File: config.mk
export PLATFORM = sky130hd
export DESIGN_NAME = disp_irq_unit
export DESIGN_NICKNAME = d
export VERILOG_FILES = /design/src/rtl/disp_irq_pkg.sv /design/src/rtl/disp_irq_merge.sv /design/src/rtl/disp_irq_vcmp.sv /design/src/rtl/disp_irq_status.sv /design/src/rtl/disp_irq_regif.sv /design/src/rtl/disp_irq_unit.sv
export SDC_FILE = /design/constraint.sdc
export NUM_CORES = 1
export LEC_CHECK = 0
export ABC_AREA = 1
export BUFFER_PORTS_ARGS = -buffer_cell sky130_fd_sc_hd__buf_2
export CAP_MARGIN = 25
export CORE_MARGIN = 2
export CORE_UTILIZATION = 23
export DETAILED_ROUTE_END_ITERATION = 8
export PLACE_DENSITY = 0.65
export SLEW_MARGIN = 20
export SYNTH_ARGS = -nofsm -noshare
export SYNTH_HDL_FRONTEND = slang
export SYNTH_SLANG_ARGS = --single-unit
File: constraint.sdc
create_clock -name clk -period 1.1 [get_ports clk]
set_clock_uncertainty 0.15 [all_clocks]
set_input_delay 0.055 -clock clk [delete_from_list [all_inputs] [get_ports clk]]
set_output_delay 0.055 -clock clk [all_outputs]
set_load 0.03 [all_outputs]
File: src/rtl/disp_irq_pkg.sv
package disp_irq_pkg;
  localparam int IRQ_NUM = 4;
  localparam int IRQ_LSB = 1;

  localparam int BIT_FUF   = 0;
  localparam int BIT_NBASE = 1;
  localparam int BIT_VCMP  = 2;
  localparam int BIT_BERR  = 3;

  typedef enum logic [1:0] {
    RGN_SYNC   = 2'd0,
    RGN_BACK   = 2'd1,
    RGN_ACTIVE = 2'd2,
    RGN_FRONT  = 2'd3
  } rgn_code_e;

  typedef struct packed {
    logic berr;
    logic vcmp;
    logic nbase;
    logic fuf;
  } irq_vec_t;
endpackage

File: src/rtl/disp_irq_merge.sv
module disp_irq_merge #(
  parameter int N_SRC = 2
) (
  input  logic [N_SRC-1:0] ev_i,
  output logic             hit_o
);
  assign hit_o = |ev_i;
endmodule

File: src/rtl/disp_irq_vcmp.sv
module disp_irq_vcmp #(
  parameter int NUM_RGN = 4,
  localparam int SEL_W  = (NUM_RGN > 1) ? $clog2(NUM_RGN) : 1
) (
  input  logic [NUM_RGN-1:0] rgn_start_i,
  input  logic [SEL_W-1:0]   rgn_sel_i,
  output logic               hit_o
);
  logic [NUM_RGN-1:0] match;

  for (genvar g = 0; g < NUM_RGN; g++) begin : g_rgn
    assign match[g] = rgn_start_i[g] && (rgn_sel_i == SEL_W'(g));
  end

  assign hit_o = |match;
endmodule

File: src/rtl/disp_irq_status.sv
module disp_irq_status #(
  parameter int N = 4
) (
  input  logic         clk,
  input  logic         rst,
  input  logic [N-1:0] set_i,
  input  logic [N-1:0] clr_i,
  output logic [N-1:0] status_o,
  output logic         irq_o
);
  logic [N-1:0] status_q;
  logic [N-1:0] status_nxt;
  logic         irq_q;

  always_comb begin
    status_nxt = (status_q & ~clr_i) | set_i;
  end

  always_ff @(posedge clk) begin
    if (rst) begin
      status_q <= '0;
      irq_q    <= 1'b0;
    end else begin
      status_q <= status_nxt;
      irq_q    <= |status_nxt;
    end
  end

  assign status_o = status_q;
  assign irq_o    = irq_q;

  for (genvar b = 0; b < N; b++) begin : g_chk
    assert_set_wins_R9: assert property (@(posedge clk) disable iff (rst)
      set_i[b] |=> status_q[b]);
    assert_clear_R3: assert property (@(posedge clk) disable iff (rst)
      (clr_i[b] && !set_i[b]) |=> !status_q[b]);
    assert_sticky_R5: assert property (@(posedge clk) disable iff (rst)
      (!clr_i[b] && !set_i[b]) |=> $stable(status_q[b]));
  end

  assert_irq_tracks_R10: assert property (@(posedge clk) disable iff (rst)
    irq_q == (|status_q));
endmodule

File: src/rtl/disp_irq_regif.sv
module disp_irq_regif #(
  parameter int              ADDR_W = 8,
  parameter int              DATA_W = 32,
  parameter logic [ADDR_W-1:0] OFS  = 8'h20,
  parameter int              LSB    = 1,
  parameter int              N      = 4
) (
  input  logic              clk,
  input  logic              rst,
  input  logic              wr_i,
  input  logic              rd_i,
  input  logic [ADDR_W-1:0] addr_i,
  input  logic [DATA_W-1:0] wdata_i,
  input  logic [N-1:0]      status_i,
  output logic [N-1:0]      clr_o,
  output logic [DATA_W-1:0] rdata_o
);
  localparam logic [DATA_W-1:0] FIELD_MASK = DATA_W'(((1 << N) - 1) << LSB);

  logic              hit;
  logic [DATA_W-1:0] word;
  logic [DATA_W-1:0] rdata_q;

  assign hit   = (addr_i == OFS);
  assign clr_o = (wr_i && hit) ? wdata_i[LSB +: N] : '0;

  always_comb begin
    word = '0;
    word[LSB +: N] = status_i;
  end

  always_ff @(posedge clk) begin
    if (rst) rdata_q <= '0;
    else     rdata_q <= (rd_i && hit) ? word : '0;
  end

  assign rdata_o = rdata_q;

  assert_read_miss_zero_R2: assert property (@(posedge clk) disable iff (rst)
    !(rd_i && hit) |=> (rdata_q == '0));
  assert_read_value_R2: assert property (@(posedge clk) disable iff (rst)
    (rd_i && hit) |=> (rdata_q[LSB +: N] == $past(status_i)));
  assert_reserved_zero_R4: assert property (@(posedge clk) disable iff (rst)
    (rdata_q & ~FIELD_MASK) == '0);
endmodule

File: src/rtl/disp_irq_unit.sv
module disp_irq_unit #(
  parameter int                ADDR_W     = 8,
  parameter int                DATA_W     = 32,
  parameter logic [ADDR_W-1:0] STATUS_OFS = 8'h20,
  parameter int                NUM_RGN    = 4,
  localparam int               SEL_W      = (NUM_RGN > 1) ? $clog2(NUM_RGN) : 1
) (
  input  logic              clk,
  input  logic              rst,
  input  logic              ev_bus_err,
  input  logic [NUM_RGN-1:0] rgn_start,
  input  logic [SEL_W-1:0]  rgn_sel,
  input  logic              ev_base_upper,
  input  logic              ev_base_lower,
  input  logic              ev_uf_upper,
  input  logic              ev_uf_lower,
  input  logic              reg_wr,
  input  logic              reg_rd,
  input  logic [ADDR_W-1:0] reg_addr,
  input  logic [DATA_W-1:0] reg_wdata,
  output logic [DATA_W-1:0] reg_rdata,
  output logic              irq
);
  import disp_irq_pkg::*;

  irq_vec_t                set_v;
  logic [IRQ_NUM-1:0]      clr_v;
  logic [IRQ_NUM-1:0]      status_v;
  logic                    vcmp_hit;
  logic                    base_hit;
  logic                    uf_hit;

  disp_irq_vcmp #(.NUM_RGN(NUM_RGN)) u_vcmp (
    .rgn_start_i(rgn_start),
    .rgn_sel_i  (rgn_sel),
    .hit_o      (vcmp_hit)
  );

  disp_irq_merge #(.N_SRC(2)) u_base (
    .ev_i ({ev_base_upper, ev_base_lower}),
    .hit_o(base_hit)
  );

  disp_irq_merge #(.N_SRC(2)) u_uf (
    .ev_i ({ev_uf_upper, ev_uf_lower}),
    .hit_o(uf_hit)
  );

  always_comb begin
    set_v       = '0;
    set_v.berr  = ev_bus_err;
    set_v.vcmp  = vcmp_hit;
    set_v.nbase = base_hit;
    set_v.fuf   = uf_hit;
  end

  disp_irq_status #(.N(IRQ_NUM)) u_status (
    .clk     (clk),
    .rst     (rst),
    .set_i   (set_v),
    .clr_i   (clr_v),
    .status_o(status_v),
    .irq_o   (irq)
  );

  disp_irq_regif #(
    .ADDR_W(ADDR_W),
    .DATA_W(DATA_W),
    .OFS   (STATUS_OFS),
    .LSB   (IRQ_LSB),
    .N     (IRQ_NUM)
  ) u_regif (
    .clk     (clk),
    .rst     (rst),
    .wr_i    (reg_wr),
    .rd_i    (reg_rd),
    .addr_i  (reg_addr),
    .wdata_i (reg_wdata),
    .status_i(status_v),
    .clr_o   (clr_v),
    .rdata_o (reg_rdata)
  );

  assert_irq_cause_R10: assert property (@(posedge clk) disable iff (rst)
    $rose(irq) |-> $past(set_v != '0));
  assert_berr_sets_R5: assert property (@(posedge clk) disable iff (rst)
    ev_bus_err |=> status_v[BIT_BERR]);
  assert_uf_merge_R7: assert property (@(posedge clk) disable iff (rst)
    (ev_uf_upper || ev_uf_lower) |=> status_v[BIT_FUF]);
  assert_base_merge_R8: assert property (@(posedge clk) disable iff (rst)
    (ev_base_upper || ev_base_lower) |=> status_v[BIT_NBASE]);
  assert_vcmp_select_R6: assert property (@(posedge clk) disable iff (rst)
    rgn_start[rgn_sel] |=> status_v[BIT_VCMP]);
endmodule

Yosys cells after proc, flatten, opt, wreduce, memory -nomap -nowiden

Cells that the tools add are included.

Input port bits: 55
Register bits after elaboration: 37
Output and inout port bits: 33

Bitwise gates (word level): 4
Reductions and logical operators: 12
Equality and inequality tests: 4
Multiplexer cells: 1

Operator list:

| operator                                                               | count |
|---|---|
| 8-bit by 6-bit equality test with 1-bit output (second input constant) | 1 |
| 4-bit OR reduction                                                     | 2 |
| 1-bit logical AND                                                      | 6 |
| 2-bit OR reduction                                                     | 3 |
| 4-bit bitwise AND                                                      | 1 |
| 2-bit equality test (second input constant)                            | 2 |
| 4-bit 2-to-1 mux                                                       | 1 |
| 4-bit NOT                                                              | 1 |
| 4-bit OR                                                               | 1 |
| 2-bit by 1-bit equality test with 1-bit output (second input constant) | 1 |
| 2-bit logical NOT                                                      | 1 |
| 1-bit NOT                                                              | 1 |

Logic depth before layout (Yosys ltp)

Word-level depth: 7
Gate-level depth with buffers: 9

Modules after synthesis

Synthesis repeated with hierarchy kept, for this count alone.

Cells, all modules: 113
Area, all modules: 701.9 um2

By module, submodules not included:

| module          | area each (um2) | sequential area each (um2) | cells an instance | times used |
|---|---|---|---|---|
| disp_irq_regif  | 435.4           | 80.1                       | 66                | 1 |
| disp_irq_status | 192.7           | 100.1                      | 28                | 1 |
| disp_irq_vcmp   | 51.3            | 0.0                        | 13                | 1 |
| disp_irq_merge  | 11.3            | 0.0                        | 3                 | 2 |

Worst setup path after synthesis

No wires, ideal clock.

Path type: input to register
Start point: in reg_addr[3]
End point: reg u_status.irq_q (netlist: u_status.irq_o)
Setup time: 0.117 ns
Path slack: 0.149 ns
Cell stages on the path: 8
Data required time: 0.833 ns
Arrival: 0.684 ns
Path through: nor2_1 nand2_1 nor2_4 nand3_1 nand2_1 nand2_1 nor2_1 a21oi_1

Cells in the longest elaborated chain, start to end: 7

RTL lines:

| element                                        | RTL line              | RTL |
|---|---|---|
| from (decl)                                    | disp_irq_unit.sv:19   | `input logic [ADDR_W-1:0] reg_addr,` |
| 8-bit by 6-bit equality test with 1-bit output | disp_irq_regif.sv:24  | `assign hit = (addr_i == OFS);` |
| 1-bit logical AND                              | disp_irq_regif.sv:25  | `assign clr_o = (wr_i && hit) ? wdata_i[LSB +: N] : '0;` |
| 4-bit 2-to-1 mux                               | disp_irq_regif.sv:25  |  |
| 4-bit NOT                                      | disp_irq_status.sv:16 | `status_nxt = (status_q & ~clr_i) \| set_i;` |
| 4-bit bitwise AND                              | disp_irq_status.sv:16 |  |
| 4-bit OR                                       | disp_irq_status.sv:16 |  |
| 4-bit OR reduction                             | disp_irq_status.sv:25 | `irq_q <= \|status_nxt;` |
| to (signal assigned)                           | disp_irq_status.sv:25 |  |
| to (decl)                                      | disp_irq_status.sv:13 | `logic irq_q;` |

No other way between the ends.
A chain may end at the register's enable or synchronous reset.

Worst setup path after layout

Start point: in ev_base_lower
End point: reg u_status.irq_q (netlist: u_status.irq_o)

Cells in the longest elaborated chain, start to end: 3

RTL lines:

| element            | RTL line              | RTL |
|---|---|---|
| from (decl)        | disp_irq_unit.sv:14   | `input logic ev_base_lower,` |
| 2-bit OR reduction | disp_irq_merge.sv:7   | `assign hit_o = \|ev_i;` |
| 4-bit OR           | disp_irq_status.sv:16 |  |
| 4-bit OR reduction | disp_irq_status.sv:25 |  |

No other way between the ends.

==> flow_summary.json <==
{
  "final_antenna_net_count": 0,
  "ios": 88,
  "ys.flop_type": "dfxtp_1",
  "cts.reportedPaths.clkPinSlew_ns": 0.06,
  "first_pass_iters": 3,
  "syn_area_um2": 596,
  "place.gp.congestion": 0.691,
  "critical-path-max-stage-delay_ns": 0.53,
  "syn-mean-instance-area_um2": 7.01,
  "worstPathRequired_ns": 1.10,
  "ys_seq_area_frac": 0.303,
  "port_buffers": 31,
  "fmax_mhz": 971,
  "die_w_um": 54.9,
  "synth_seq_cells": 9,
  "status": "complete, no violations",
  "hold_viol": 0,
  "min_path_type": "in2reg",
  "powerDensity_nw_per_um2": 1020,
  "numCtsBuffers": 3,
  "htree_levels": 1,
  "rsz0062_at_grt": "false",
  "path_max_fanout": 2,
  "critPathSlowestCell": "dlygate4sd3_1",
  "path_class": "in2reg",
  "yosysTopAreaCellShare": 0.353,
  "via_count": 550,
  "fillCellCount": 285,
  "power_uw": 863,
  "cts_tree": "built",
  "cp_cell_sequence": "dlygate4sd3_1 > buf_2 > nor2_4 > nand2_1 > nor2_1 > a21oi_1",
  "vias_per_cell": 3.48,
  "arrival_ns": 1.03,
  "grt_pass1_vias": 487,
  "cts.sinks": 9,
  "fin_nets": 184,
  "p_leak_uw": 0.000457,
  "syn2layout_area_growth_pct": 41.4,
  "cts_buffer_depth": 2,
  "drive_gt1_frac": 0.289,
  "synth_edf_count": 0,
  "place_ws_ns": -0.0479,
  "dp_hpwl_um": 939,
  "multi_input_area_um2": 303,
  "timing.final.ws_setup_ns": 0.0701,
  "yosysTopAreaCell": "buf_4",
  "drtIter0Drc": 6,
  "synth_area_leaders": "buf_4 (35%), dfxtp_1 (30%), nor2_1 (11%), nand2_1 (6.3%), a21oi_1 (4.2%)",
  "ys_types": 13,
  "regArea_um2": 180,
  "slew_violations": 0,
  "crit_path_start_kind": "input port",
  "cts_setup_buffers": 0,
  "ir_worst_vdd_v": 0.000635,
  "grt_util_all_layers": 0.0844,
  "grt_max_degree": 7,
  "synth_async_sr_flop_share": 0,
  "cap_violations": 0,
  "core_area_um2": 2450,
  "yosys_warnings": 0,
  "cts-root-buf": "clkbuf_4",
  "drc": 0,
  "fp.dieH_um": 54.9,
  "die-area_um2": 3010,
  "antenna_found_initial": 0,
  "antennaDiodeCount": 0,
  "synthMostInstantiatedCell": "buf_4",
  "grt_pass1_wl_um": 1770,
  "min_period_over_period": 0.936,
  "drt_wl_total_um": 1160,
  "hold_slack_ns": 0.0303,
  "synth_cells": 85,
  "grt-ovfl-total": 0,
  "routedWlPerCell_um": 7.32,
  "rows": 18,
  "synth_commonest_cells": "buf_4 (28), nor2_1 (17), nand2_1 (10), dfxtp_1 (9), inv_1 (6)",
  "clock_latency_ns": 0.26,
  "min_period_ns": 1.03,
  "initial_core_util": 0.243,
  "setup_viol": 0,
  "cp-end-kind": "flip-flop"
}
routing by layer:
layer | vias to the layer above | routed length (um) | GRT usage | part of all wire
met4 | 0 | 16 | 0.0208 | 0.014
met2 | 31 | 580 | 0.149 | 0.50
li1 | 289 | - | - | -
met1 | 228 | 417 | 0.0840 | 0.36
met3 | 2 | 143 | 0.0492 | 0.12
met5 | - | 0 | 0 | 0
cells in the final DEF, fill, tap and decap left out:
cell            count
conb_1             28
buf_2              27
nor2_1             15
dlygate4sd3_1      11
nand2_1             9
dfxtp_1             9
inv_1               6
a21oi_1             5
nor2_4              3
nand3_1             3
clkbuf_4            3
nand3b_1            1
o21ai_0             1
nor3_1              1
nand3_2             1
nand2_2             1
inv_2               1
clkbuf_1            1
dlymetal6s4s_1      1
buf_6               1
worst max-delay path, delay by kind of cell:
family,cells,cell delay (ns)
compound gates,1,0.06
buf+inv,2,0.66
simple gates,3,0.26
logic make-up (layout without fill, tap and decap cells):
kind of cell,Yosys count,count (layout),share of synthesized area
AO/OA/AOI/OAI,6,6,0.0504
buffers and inverters,35,51,0.397
flip-flops,9,9,0.303
other,1,28,0.00630
AND/OR/NAND/NOR,34,34,0.244
path summary, 6_finish.rpt:
check,end,cells after the start,startpoint,slack (ns)
setup / recovery,u_status.irq_o$_SDFF_PP0_,6,ev_base_lower,0.07
hold / removal,u_status.status_o[2]$_SDFF_PP0_,4,rgn_sel[1],0.03
setup reg to reg,u_status.irq_o$_SDFF_PP0_,4,u_status.status_o[1]$_SDFF_PP0_,0.24
hold reg to reg,u_regif.rdata_o[4]$_SDFF_PP0_,2,u_status.status_o[3]$_SDFF_PP0_,0.29
registers in the layout (all words and copies together), names as in the netlist:
name               cells
u_status.irq_o         1
u_regif.rdata_o        4
u_status.status_o      4
layout make-up:
type                    count  share of cell area
clock buffers               4              0.0312
repair buffers             40               0.319
well taps                  30              0.0446
inverters                   7              0.0312
multi-input cells          68               0.360
flip-flops and latches      9               0.214
power breakdown:
group	switching (uW)	internal, uW	leakage, uW
Sequential	6.97	339	0.0000743
Clock	111	140	0.0000150
Combinational	184	81.4	0.000368
Total	302	560	0.000457
what timing repair did:
action                     in CTS  in global routing
hold buffers                   12                  0
resized for setup               0                  8
setup endpoints to repair       0                  1
hold endpoints to repair        9                  0
stage by stage:
step	instances	setup TNS, ns	cell area (um^2)	utilization
after floorplan	112	0	697	-
after global placement	145	-0.0348	679	0.277
after detailed placement	145	-0.0479	679	0.277
after CTS	161	0	826	0.336
after global routing	158	0	842	0.343
final	158	0	842	0.343
(Power assumes the default switching activity.)
